[src/rtl/wdog_pkg.sv]
package wdog_pkg;

    // Configuration byte layout: steering, multiplier, resolution code.
    typedef struct packed {
        logic       steer;
        logic [4:0] mult;
        logic [1:0] res;
    } wd_cfg_t;

    localparam int MULT_W        = 5;
    localparam int RES_W         = 2;
    // Each resolution step multiplies the tick count by 2**RES_STEP_LOG2.
    localparam int RES_STEP_LOG2 = 2;
    localparam int MAX_LIMIT     = ((1 << MULT_W) - 1) *
                                   (1 << (RES_STEP_LOG2 * ((1 << RES_W) - 1)));
    localparam int CNT_W         = $clog2(MAX_LIMIT + 1);

endpackage

[src/rtl/wdog_kick_sync.sv]
module wdog_kick_sync #(
    parameter int STAGES = 2
) (
    input  logic clk,
    input  logic rst_n,
    input  logic pin,
    output logic edge_seen
);
    localparam int LEN = STAGES + 1;

    typedef struct packed {
        logic [LEN-1:0] chain;
    } sync_t;

    sync_t s_q, s_d;

    always_comb begin
        s_d       = s_q;
        s_d.chain = {s_q.chain[LEN-2:0], pin};
    end

    always_ff @(posedge clk or negedge rst_n) begin
        if (!rst_n) s_q <= '0;
        else        s_q <= s_d;
    end

    // Any change between the last synchronized stage and its history bit.
    assign edge_seen = s_q.chain[LEN-1] ^ s_q.chain[LEN-2];

endmodule

[src/rtl/wdog_timebase.sv]
module wdog_timebase #(
    parameter int CNT_W = 11
) (
    input  logic             clk,
    input  logic             rst_n,
    input  logic             tick,
    input  logic             restart,
    input  logic [CNT_W-1:0] limit,
    output logic             expire
);
    typedef struct packed {
        logic [CNT_W-1:0] cnt;
    } tb_t;

    tb_t t_q, t_d;
    logic [CNT_W-1:0] cnt_inc;
    logic             armed;

    always_comb begin
        cnt_inc = t_q.cnt + 1'b1;
        armed   = (limit != '0);
        expire  = tick && armed && !restart && (cnt_inc == limit);
        t_d     = t_q;
        if (restart || !armed) begin
            t_d.cnt = '0;
        end else if (tick) begin
            t_d.cnt = expire ? '0 : cnt_inc;
        end
    end

    always_ff @(posedge clk or negedge rst_n) begin
        if (!rst_n) t_q <= '0;
        else        t_q <= t_d;
    end

endmodule

[src/rtl/wdog_rst_pulse.sv]
module wdog_rst_pulse #(
    parameter int PULSE_TICKS = 2
) (
    input  logic clk,
    input  logic rst_n,
    input  logic tick,
    input  logic start,
    output logic active
);
    localparam int PW = $clog2(PULSE_TICKS + 1);

    typedef struct packed {
        logic          on;
        logic [PW-1:0] cnt;
    } pulse_t;

    pulse_t p_q, p_d;
    logic [PW-1:0] cnt_inc;

    always_comb begin
        cnt_inc = p_q.cnt + 1'b1;
        p_d     = p_q;
        if (start) begin
            p_d.on  = 1'b1;
            p_d.cnt = '0;
        end else if (p_q.on && tick) begin
            if (cnt_inc == PW'(PULSE_TICKS)) begin
                p_d.on  = 1'b0;
                p_d.cnt = '0;
            end else begin
                p_d.cnt = cnt_inc;
            end
        end
    end

    always_ff @(posedge clk or negedge rst_n) begin
        if (!rst_n) p_q <= '0;
        else        p_q <= p_d;
    end

    assign active = p_q.on;

endmodule

[src/rtl/wdog_supervisor.sv]
module wdog_supervisor
    import wdog_pkg::*;
#(
    parameter int RST_TICKS   = 2,
    parameter int SYNC_STAGES = 2
) (
    input  logic       clk,
    input  logic       rst_n,
    input  logic       tick_16th,
    input  logic       kick_pin,
    input  logic       pwr_down,
    input  logic       reg_wr,
    input  logic [7:0] reg_wdata,
    input  logic       flag_rd,
    output logic       irq,
    output logic       rst_out_n,
    output logic       wd_flag,
    output logic       ctl_clear,
    output logic [7:0] cfg_value
);
    typedef struct packed {
        wd_cfg_t cfg;
        logic    irq;
        logic    flag;
        logic    clr;
    } ctl_t;

    ctl_t c_q, c_d;

    logic             pin_edge;
    logic             wr_ok;
    logic             restart;
    logic             expire;
    logic             pulse_on;
    logic [CNT_W-1:0] limit;

    wdog_kick_sync #(.STAGES(SYNC_STAGES)) u_sync (
        .clk       (clk),
        .rst_n     (rst_n),
        .pin       (kick_pin),
        .edge_seen (pin_edge)
    );

    // Timeout in ticks: multiplier shifted by the resolution step.
    always_comb begin
        limit = CNT_W'(c_q.cfg.mult) << (RES_STEP_LOG2 * int'(c_q.cfg.res));
    end

    assign wr_ok   = reg_wr && !pwr_down;
    assign restart = pin_edge || wr_ok || pwr_down;

    wdog_timebase #(.CNT_W(CNT_W)) u_tb (
        .clk     (clk),
        .rst_n   (rst_n),
        .tick    (tick_16th),
        .restart (restart),
        .limit   (limit),
        .expire  (expire)
    );

    wdog_rst_pulse #(.PULSE_TICKS(RST_TICKS)) u_pulse (
        .clk    (clk),
        .rst_n  (rst_n),
        .tick   (tick_16th),
        .start  (expire && c_q.cfg.steer),
        .active (pulse_on)
    );

    always_comb begin
        c_d     = c_q;
        c_d.clr = expire && c_q.cfg.steer;

        if (pwr_down) begin
            c_d.cfg = '0;
        end else if (expire && c_q.cfg.steer) begin
            c_d.cfg = '0;
        end else if (reg_wr) begin
            c_d.cfg = wd_cfg_t'(reg_wdata);
        end

        if (pwr_down) begin
            c_d.irq = 1'b0;
        end else if (reg_wr && reg_wdata == 8'h00) begin
            c_d.irq = 1'b0;
        end else if (expire && !c_q.cfg.steer) begin
            c_d.irq = 1'b1;
        end

        if (expire) begin
            c_d.flag = 1'b1;
        end else if (flag_rd) begin
            c_d.flag = 1'b0;
        end
    end

    always_ff @(posedge clk or negedge rst_n) begin
        if (!rst_n) c_q <= '0;
        else        c_q <= c_d;
    end

    assign irq       = c_q.irq;
    assign wd_flag   = c_q.flag;
    assign ctl_clear = c_q.clr;
    assign cfg_value = c_q.cfg;
    assign rst_out_n = !pulse_on;

endmodule

[config.mk]
export PLATFORM = sky130hd
export DESIGN_NAME = wdog_supervisor
export DESIGN_NICKNAME = d
export VERILOG_FILES = /design/src/rtl/wdog_pkg.sv /design/src/rtl/wdog_kick_sync.sv /design/src/rtl/wdog_timebase.sv /design/src/rtl/wdog_rst_pulse.sv /design/src/rtl/wdog_supervisor.sv
export SDC_FILE = /design/constraint.sdc
export NUM_CORES = 1
export LEC_CHECK = 0
export BUFFER_PORTS_ARGS = -buffer_cell sky130_fd_sc_hd__buf_2
export CAP_MARGIN = 20
export CORE_ASPECT_RATIO = 1.25
export CORE_MARGIN = 4
export CORE_UTILIZATION = 50
export CTS_CLUSTER_SIZE = 8
export DETAILED_ROUTE_END_ITERATION = 16
export PLACE_DENSITY_LB_ADDON = 0.12
export SYNTH_ARGS = -nofsm -noshare
export SYNTH_HDL_FRONTEND = slang
export SYNTH_SLANG_ARGS = --single-unit
[constraint.sdc]
create_clock -name clk -period 2.9 [get_ports clk]
set_input_delay 0.58 -clock clk [delete_from_list [all_inputs] [get_ports clk]]
set_output_delay 0.58 -clock clk [all_outputs]
set_load 0.02 [all_outputs]
==> impl_metrics.py, run 1 <==
metrics = {
    "outcome": {
        "status": "completed",
    },
    "sta": {
        "relSlewSlack_pct": 57.7,
        "tns_ps": 0,
        "setup_viol": 0,
        "setup_slack_ps": 269,
        "fmax_mhz": 380,
        "finalHoldViolations": 0,
        "whs_ps": 299,
        "rsz0062_at_grt": "false",
        "fin_crit_sh_pct": 90.7,
        "period_needed_ps": 2630,
        "tightest_slew_ps": 629,
        "slew_violations": 0,
        "skew_ps": 9.01,
    },
    "critical_path": {
        "worst_ep_arrival_time_ps": 2810,
        "cp.required_ps": 3080,
        "critPathLaunchType": "flip-flop",
        "critical_path.max_stage_delay_ps": 540,
        "path_class": "flip-flop to flip-flop",
        "cp_slowest_cell": "dfrtp_1",
        "critPathCaptureType": "flip-flop",
        "cp_cell_sequence": "mux2i_4 -> o22ai_1 -> a211o_1 -> nand3_1 -> a31oi_1 -> nor4b_4 -> buf_4 -> nor4_1",
        "critPathMaxFanout": 11,
    },
    "synthesis": {
        "ys_types": 53,
        "ys_warn_count": 0,
        "yosysSeqAreaShare_pct": 37.9,
        "synthCells": 197,
        "synth_edf_count": 0,
        "synth_area_mm2": 0.00185,
        "synth_nets": 213,
        "async_reset_ff_share_pct": 100,
        "ys.flop_type": "dfrtp_1",
        "postSynthAreaPerCell_um2": 9.39,
        "synth-seq-cells": 28,
    },
    "final_layout": {
        "fin_area_mm2": 0.00208,
        "nFillCells": 343,
        "regArea_um2": 701,
        "final_nets": 236,
        "stdcell_count": 258,
        "diodes": 0,
        "drive_above_1_share_pct": 23.3,
        "synthToLayoutAreaGrowth_pct": 12.4,
        "final_core_util_pct": 59.2,
        "multi_input_area_mm2": 0.00109,
    },
    "route": {
        "drc_errors": 0,
        "viasPerCell": 6.31,
        "dr.pass1.iters": 4,
        "routed-via-count": 1627,
        "detail-route-antenna-nets": 0,
        "drt_iter0_markers": 109,
        "wirelength_um": 4400,
        "wl_per_cell_um": 17.1,
    },
    "global_route": {
        "grt_max_degree": 29,
        "grt_pass1_wl_um": 7400,
        "antenna_found_initial": 0,
        "globalRouteTotalUtil_pct": 18.7,
        "grt-ovfl-total": 0,
        "grt_pass1_vias": 1542,
    },
    "pwr": {
        "internal_power_mw": 0.642,
        "ir_drop_mv": 0.428,
        "p_switching_mw": 0.219,
        "p_clk_share_pct": 35.9,
        "p_total_mw": 0.861,
        "p_seq_share_pct": 49.8,
        "p_leak_nw": 0.896,
        "swShare_pct": 25.5,
        "combinationalPowerShare_pct": 14.4,
        "pwr_density_cell_mw_per_mm2": 414,
    },
    "clock_network": {
        "htreeDepth": 1,
        "cts-root-buf": "clkbuf_8",
        "path_clk_slew_ps": 100,
        "clock_sinks": 28,
        "insertion_delay_ps": 280,
        "cts_tree": "done",
        "cts_buffers": 3,
        "clock_path_buffers": 2,
    },
    "placement": {
        "place_area_mm2": 0.00200,
        "portBuffers": 26,
        "dpl_worst_slack_ps": 156,
        "place_congestion": 0.866,
        "dp_cells": 254,
        "dp_hpwl_um": 3210,
    },
    "floorplan": {
        "die_w_um": 62.4,
        "die_area_mm2": 0.00474,
        "num_rows": 24,
        "start_util_pct": 52.7,
        "die_h_um": 76.0,
        "core_mm2": 0.00351,
        "io_pins": 27,
    },
    "min_path": {
        "hold_class": "input port to asynchronous set/reset pin",
    },
    "job": {
        "maxCapViolCount": 0,
    },
}
-- cells in the mapped netlist (2+ instances only) --
cell type  number  area [um2]
a21oi_1         3        15.0
and3_1          4        25.0
and3_2          2        15.0
buf_2           3        15.0
clkbuf_1        7        26.3
dfrtp_1        28         701
inv_1           3        11.3
mux2i_1        10         100
nand2_1        13        48.8
nand2b_1        5        31.3
nand3_1        12        60.1
nand3b_1        5        37.5
nor2_1         14        52.6
nor3_1         15        75.1
nor3_2          2        20.0
nor4_1          9        56.3
nor4b_2         2        30.0
o21ai_0        14        70.1
or4_1           2        15.0
xnor2_1         6        52.6
xor2_1          6        52.6
-- worst paths after layout --
path	cells past startpoint	end	start	slack (ps)
max reg2reg	8	u_tb.t_q[9]	cfg_value[0]	270
max in group asynchronous	1	u_tb.t_q[9]	rst_n	2180
min reg2reg	0	u_sync.s_q[1]	u_sync.s_q[0]	360
max	8	u_tb.t_q[9]	cfg_value[0]	270
min in group clk	0	u_sync.s_q[1]	u_sync.s_q[0]	360
min	1	u_tb.t_q[8]	rst_n	300
-- power by group through the flow --
stage	Combinational, mW	Clock [mW]	Sequential [mW]
2_1_floorplan	0.0802	0	0.436
3_3_place_gp	0.120	0	0.435
3_5_place_dp	0.123	0	0.436
4_1_cts	0.124	0.313	0.429
5_1_grt	0.136	0.335	0.432
6_report	0.124	0.309	0.429
-- layout by cell type, fill, tap and decap left out, types with 3 or more instances in the layout --
cell,count
xnor2_1,6
o21ai_0,14
nor4_1,9
a21oi_1,3
xor2_1,6
nor3_1,14
buf_4,3
nor2_1,14
nand3_1,12
mux2i_1,10
nand2_1,13
nor3_2,3
nand2b_1,5
clkbuf_8,3
inv_1,3
and3_1,4
buf_2,26
dfrtp_1,28
nand3b_1,5
-- worst max-delay path, delay by kind of cell (launching register included) --
kind	cells	cell delay, ps
compound gates	3	1080
buf+inv	1	190
flops	1	540
mux	1	280
simple gates	3	420
-- routing by layer --
layer / vias up / global-route usage (%) / wire, um
met5: - / 0 / 0
met4: 0 / 6.58 / 96
met3: 10 / 2.51 / 226
met2: 53 / 32.7 / 2310
met1: 794 / 23.4 / 1760
li1: 770 / - / -
-- flip-flops by register name, summed over array words and instances, names as in the netlist --
register / flops
ctl_clear: 1
wd_flag: 1
cfg_value: 8
irq: 1
u_pulse.active: 1
u_sync.s_q: 3
u_pulse.p_q: 2
u_tb.t_q: 11
-- logic make-up after synthesis --
logic type | count (synthesis) | share of synthesized area [%]
AND/OR/NAND/NOR | 99 | 33.4
buffers and inverters | 14 | 3.25
multiplexers | 12 | 7.23
XOR/XNOR | 13 | 6.90
AO/OA/AOI/OAI | 30 | 10.7
flip-flops | 28 | 37.9
adder cells (fa/ha/maj) | 1 | 0.676
-- what timing repair did --
action / 4_1_cts / 5_1_grt
endpoints found under the setup margin: 0 / 5
setup buffers: 0 / 0
hold buffers: 0 / 0
gates resized for setup: 0 / 1
-- area by class of cell --
class,instances,share of cell area (%)
multi-input combinational,155,52.6
sequential,28,33.7
timing repair buffer,29,7.34
tap,39,2.35
clock buffer,3,1.99
clock inverter,1,1.44
inverter,3,0.542
No activity file was read; power rests on OpenSTA's default activity.
==> run 2, diff against run 1 <==
--- a/config.mk
+++ b/config.mk
@@ -13,6 +13,7 @@
 export CTS_CLUSTER_SIZE = 8
 export DETAILED_ROUTE_END_ITERATION = 16
 export PLACE_DENSITY_LB_ADDON = 0.12
+export REMOVE_ABC_BUFFERS = 1
 export SYNTH_ARGS = -nofsm -noshare
 export SYNTH_HDL_FRONTEND = slang
 export SYNTH_SLANG_ARGS = --single-unit
==> impl_metrics.py, run 2 (synthesis gave the netlist of run 1 again) <==
metrics = {
    "outcome": {
        "status": "completed",
    },
    "floorplan": {
        "die_h_um": 76.0,
        "die_area_mm2": 0.00474,
        "io_pins": 27,
        "start_util_pct": 52.7,
        "core_mm2": 0.00351,
        "num_rows": 24,
        "die_w_um": 62.4,
    },
    "clock_network": {
        "holdBufCountCts": 0,
        "clock_sinks": 28,
        "htreeDepth": 1,
        "cts_setup_buffers": 0,
        "cts-root-buf": "clkbuf_8",
        "cts_buffers": 3,
        "clock_path_buffers": 2,
        "path_clk_slew_ps": 100,
        "insertion_delay_ps": 280,
        "cts_tree": "done",
    },
    "global_route": {
        "grt-ovfl-total": 0,
        "grt_max_degree": 29,
        "grt_pass1_vias": 1595,
        "antenna_found_initial": 0,
        "globalRouteTotalUtil_pct": 18.4,
        "grt_pass1_wl_um": 7350,
    },
    "critical_path": {
        "critPathMaxFanout": 11,
        "ff2ff_setup_slack_ps": 280,
        "critPathLaunch": "cfg_value[0]",
        "critPathCaptureType": "flip-flop",
        "path_class": "flip-flop to flip-flop",
        "regToRegEndpoint": "u_tb.t_q[8]",
        "reg2reg_from": "cfg_value[0]",
        "worst_ep_arrival_time_ps": 2800,
        "critPathLaunchType": "flip-flop",
        "cp.required_ps": 3080,
        "cp_slowest_cell": "dfrtp_1",
        "critical_path.max_stage_delay_ps": 530,
        "cp_cell_sequence": "mux2i_4 -> o22ai_1 -> a211o_1 -> nand3_1 -> a31oi_1 -> nor4b_4 -> buf_4 -> nor4_1",
        "r2r_cells": 8,
    },
    "route": {
        "wl_met1_um": 1810,
        "detail-route-antenna-nets": 0,
        "wirelength_um": 4260,
        "wl_per_cell_um": 16.5,
        "dr.max_layer_used": "met4",
        "wl_met3_um": 200,
        "drc_errors": 0,
        "drt_iter0_markers": 55,
        "wl_met2_um": 2150,
        "routed-via-count": 1572,
        "dr.pass1.iters": 4,
        "viasPerCell": 6.09,
    },
    "pwr": {
        "ir_drop_mv": 0.490,
        "p_leak_nw": 0.895,
        "pwr_density_cell_mw_per_mm2": 416,
        "p_total_mw": 0.868,
    },
    "final_layout": {
        "largest_register_ffs": 11,
        "fin_area_mm2": 0.00209,
        "final_common_cell": "dfrtp_1",
        "synthToLayoutAreaGrowth_pct": 12.7,
        "final_cell_mix": "27 x dfrtp_1, 26 x buf_2, 14 x nor2_1, 14 x o21ai_0",
        "final_nets": 236,
        "diodes": 0,
        "top_register": "u_tb.t_q",
        "drive_above_1_share_pct": 24.2,
    },
    "sta": {
        "slew_violations": 0,
        "setup_viol": 0,
        "fmax_mhz": 382,
        "finalHoldViolations": 0,
        "tightest_slew_ps": 620,
        "tns_ps": 0,
        "fin_crit_sh_pct": 90.2,
        "skew_ps": 2.51,
        "relSlewSlack_pct": 58.7,
        "rsz0062_at_grt": "false",
        "period_needed_ps": 2620,
    },
    "min_path": {
        "hold_class": "input port to asynchronous set/reset pin",
    },
    "placement": {
        "portBuffers": 26,
        "dp_hpwl_um": 3160,
        "place_congestion": 0.835,
        "place_area_mm2": 0.00200,
    },
    "job": {
        "maxCapViolCount": 0,
    },
}
-- run 2: cell types whose count changed in the layout (fill, tap and decap cells not counted) --
cell	change
dfrtp_2	+1
dfrtp_1	-1
nor3_2	+1
nor3_1	-1
-- run 2: final cells by class --
| cell class | count | area [um2] |
|---|---|---|
| Inverter | 3 | 11.3 |
| Tap cell | 39 | 48.8 |
| Multi-Input combinational cell | 155 | 1100 |
| Clock inverter | 1 | 30.0 |
| Clock buffer | 3 | 41.3 |
| Fill cell | 301 | 1430 |
| Timing Repair Buffer | 29 | 153 |
| Sequential cell | 28 | 702 |
-- run 2: per-layer routing --
layer  vias up  global-route usage, %
met1       756                   22.6
met5         -                      0
met3        12                   3.54
li1        766                      -
met4         0                   6.58
met2        38                   31.7
-- run 2: critical path, delay by kind of cell (launching register included) --
family / cells / cell delay (ps)
buf+inv: 1 / 200
mux: 1 / 280
simple gates: 3 / 440
compound gates: 3 / 1070
flops: 1 / 530
-- run 2: how the worst max path moves through the flow --
stage / endpoint / cells after the start
floorplan: cfg_value[0] / 7
global placement: ctl_clear / 8
detailed placement: ctl_clear / 8
CTS: ctl_clear / 8
global route: wd_flag / 8
finish: u_tb.t_q[8] / 8
-- run 2: per-stage QoR --
stage	util (%)	instances	hold slack (ps)	worst slack [ps]
6_report	59.4	258	302	284
5_1_grt	59.4	258	345	47.0
4_1_cts	59.0	258	326	54.4
3_5_place_dp	57.0	254	342	64.5
3_3_place_gp	57.0	254	344	191
2_1_floorplan	-	186	284	313
-- run 2: what timing repair did --
item / in CTS / in global routing
setup endpoints to repair: 0 / 12
gates resized for setup: 0 / 3
hold endpoints to repair: 0 / 0
-- run 2: power by group --
part	switching (mW)	leakage, nW	internal (mW)	total (mW)
Combinational	0.0737	0.483	0.0509	0.125
Clock	0.130	0.0357	0.185	0.315
Sequential	0.0218	0.376	0.406	0.428
==> run 3, diff against run 2 <==
--- a/config.mk
+++ b/config.mk
@@ -13,6 +13,7 @@
 export CTS_CLUSTER_SIZE = 8
 export DETAILED_ROUTE_END_ITERATION = 16
 export PLACE_DENSITY_LB_ADDON = 0.12
+export RECOVER_POWER = 50
 export REMOVE_ABC_BUFFERS = 1
 export SYNTH_ARGS = -nofsm -noshare
 export SYNTH_HDL_FRONTEND = slang
==> impl_metrics.py, run 3 (synthesis gave the netlist of run 1 again) <==
metrics = {
    "outcome": {
        "status": "completed",
    },
    "pwr": {
        "p_leak_nw": 0.879,
        "p_switching_mw": 0.224,
        "p_clk_share_pct": 36.2,
        "swShare_pct": 25.9,
        "internal_power_mw": 0.642,
        "p_seq_share_pct": 49.5,
        "pwr_density_cell_mw_per_mm2": 416,
        "ir_drop_mv": 0.490,
        "combinationalPowerShare_pct": 14.4,
        "p_total_mw": 0.866,
    },
    "final_layout": {
        "drive_above_1_share_pct": 22.4,
        "multi_input_area_mm2": 0.00110,
        "top_register": "u_tb.t_q",
        "synthToLayoutAreaGrowth_pct": 12.4,
        "largest_register_ffs": 11,
        "diodes": 0,
        "stdcell_count": 258,
        "regArea_um2": 702,
        "final_nets": 236,
        "nFillCells": 302,
        "final_common_cell": "dfrtp_1",
        "final_cell_mix": "27 x dfrtp_1, 22 x buf_2, 14 x nor2_1, 14 x o21ai_0",
    },
    "floorplan": {
        "start_util_pct": 52.7,
        "die_h_um": 76.0,
        "die_area_mm2": 0.00474,
        "num_rows": 24,
        "die_w_um": 62.4,
        "io_pins": 27,
        "core_mm2": 0.00351,
    },
    "sta": {
        "tightest_slew_ps": 1480,
        "rsz0062_at_grt": "false",
        "setup_slack_ps": 275,
        "period_needed_ps": 2620,
        "slew_violations": 0,
        "setup_viol": 0,
        "skew_ps": 2.10,
        "relSlewSlack_pct": 1.51,
        "fmax_mhz": 381,
        "fin_crit_sh_pct": 90.5,
        "tns_ps": 0,
        "finalHoldViolations": 0,
        "whs_ps": 372,
    },
    "global_route": {
        "grt_pass1_vias": 1595,
        "antenna_found_initial": 0,
        "grt_max_degree": 29,
        "grt-ovfl-total": 0,
        "globalRouteTotalUtil_pct": 18.4,
        "grt_pass1_wl_um": 7350,
    },
    "route": {
        "viasPerCell": 6.07,
        "wirelength_um": 4250,
        "routed-via-count": 1566,
        "dr.pass1.iters": 4,
        "drt_iter0_markers": 65,
        "detail-route-antenna-nets": 0,
        "wl_per_cell_um": 16.5,
        "drc_errors": 0,
    },
    "critical_path": {
        "critPathLaunchType": "flip-flop",
        "critPathCaptureType": "flip-flop",
        "worst_ep_arrival_time_ps": 2800,
        "critPathMaxFanout": 11,
        "cp.required_ps": 3080,
        "path_class": "flip-flop to flip-flop",
    },
    "clock_network": {
        "clock_sinks": 28,
        "insertion_delay_ps": 280,
        "path_clk_slew_ps": 100,
        "htreeDepth": 1,
        "cts_buffers": 3,
        "cts-root-buf": "clkbuf_8",
        "holdBufCountCts": 0,
        "cts_tree": "done",
        "clock_path_buffers": 2,
    },
    "job": {
        "maxCapViolCount": 0,
    },
    "min_path": {
        "hold_class": "flip-flop to flip-flop",
    },
    "placement": {
        "place_congestion": 0.835,
        "dp_hpwl_um": 3160,
        "dp_cells": 254,
        "dpl_worst_slack_ps": 64.5,
        "portBuffers": 26,
    },
}
==> run 3: cell count changes in the layout (fill, tap and decap cells not counted) <==
cell / previous run / this run
buf_2: 26 / 22
clkbuf_1: 0 / 4
==> run 3: through the flow <==
stage	cell area [um2]	util, %
after CTS	2070	59.0
after detailed placement	2000	57.0
after global routing	2080	59.2
after global placement	2000	57.0
after floorplan	1800	-
final	2080	59.2
==> run 3: critical path: stages, from the launching register on <==
cell and delay, ps:
dfrtp_1 530, mux2i_4 270, o22ai_1 370, a211o_1 170, nand3_1 80, a31oi_1 540
nor4b_4 90, buf_4 200, nor4_1 270
==> run 3: path summary, 6_finish.rpt <==
path	start	to	slack, ps	cells after the start
max	cfg_value[0]	u_tb.t_q[8]	280	8
min	u_sync.s_q[0]	u_sync.s_q[1]	370	0
max reg2reg	cfg_value[0]	u_tb.t_q[8]	280	8
min reg2reg	u_sync.s_q[0]	u_sync.s_q[1]	370	0
max in group asynchronous	rst_n	u_tb.t_q[0]	1300	1
min in group asynchronous	rst_n	u_tb.t_q[7]	640	1
==> run 3: area by class of cell <==
type                    count  area share [%]
clock buffers               3            1.98
clock inverters             1            1.44
inverters                   3           0.541
multi-input cells         155            52.9
flip-flops and latches     28            33.7
well taps                  39            2.35
repair buffers             29            7.10
==> run 3: power groups by stage <==
stage                     clock, mW  combinational [mW]  sequential (mW)
after floorplan                   0              0.0666            0.439
after global placement            0               0.121            0.435
after global routing          0.342               0.139            0.431
after CTS                     0.319               0.125            0.428
final                         0.313               0.124            0.428
after detailed placement          0               0.124            0.435
==> run 3: per-layer routing <==
metal	track usage (%)	up-vias	part of all wire [%]
met1	22.6	748	43
met3	3.54	12	4.7
met5	0	-	0
met4	6.58	0	2.3
li1	-	766	-
met2	31.7	40	50
==> run 3: repair_timing <==
action,4_1_cts,5_1_grt
buffers inserted,0,0
resized for setup,0,3
setup endpoints to repair,0,12
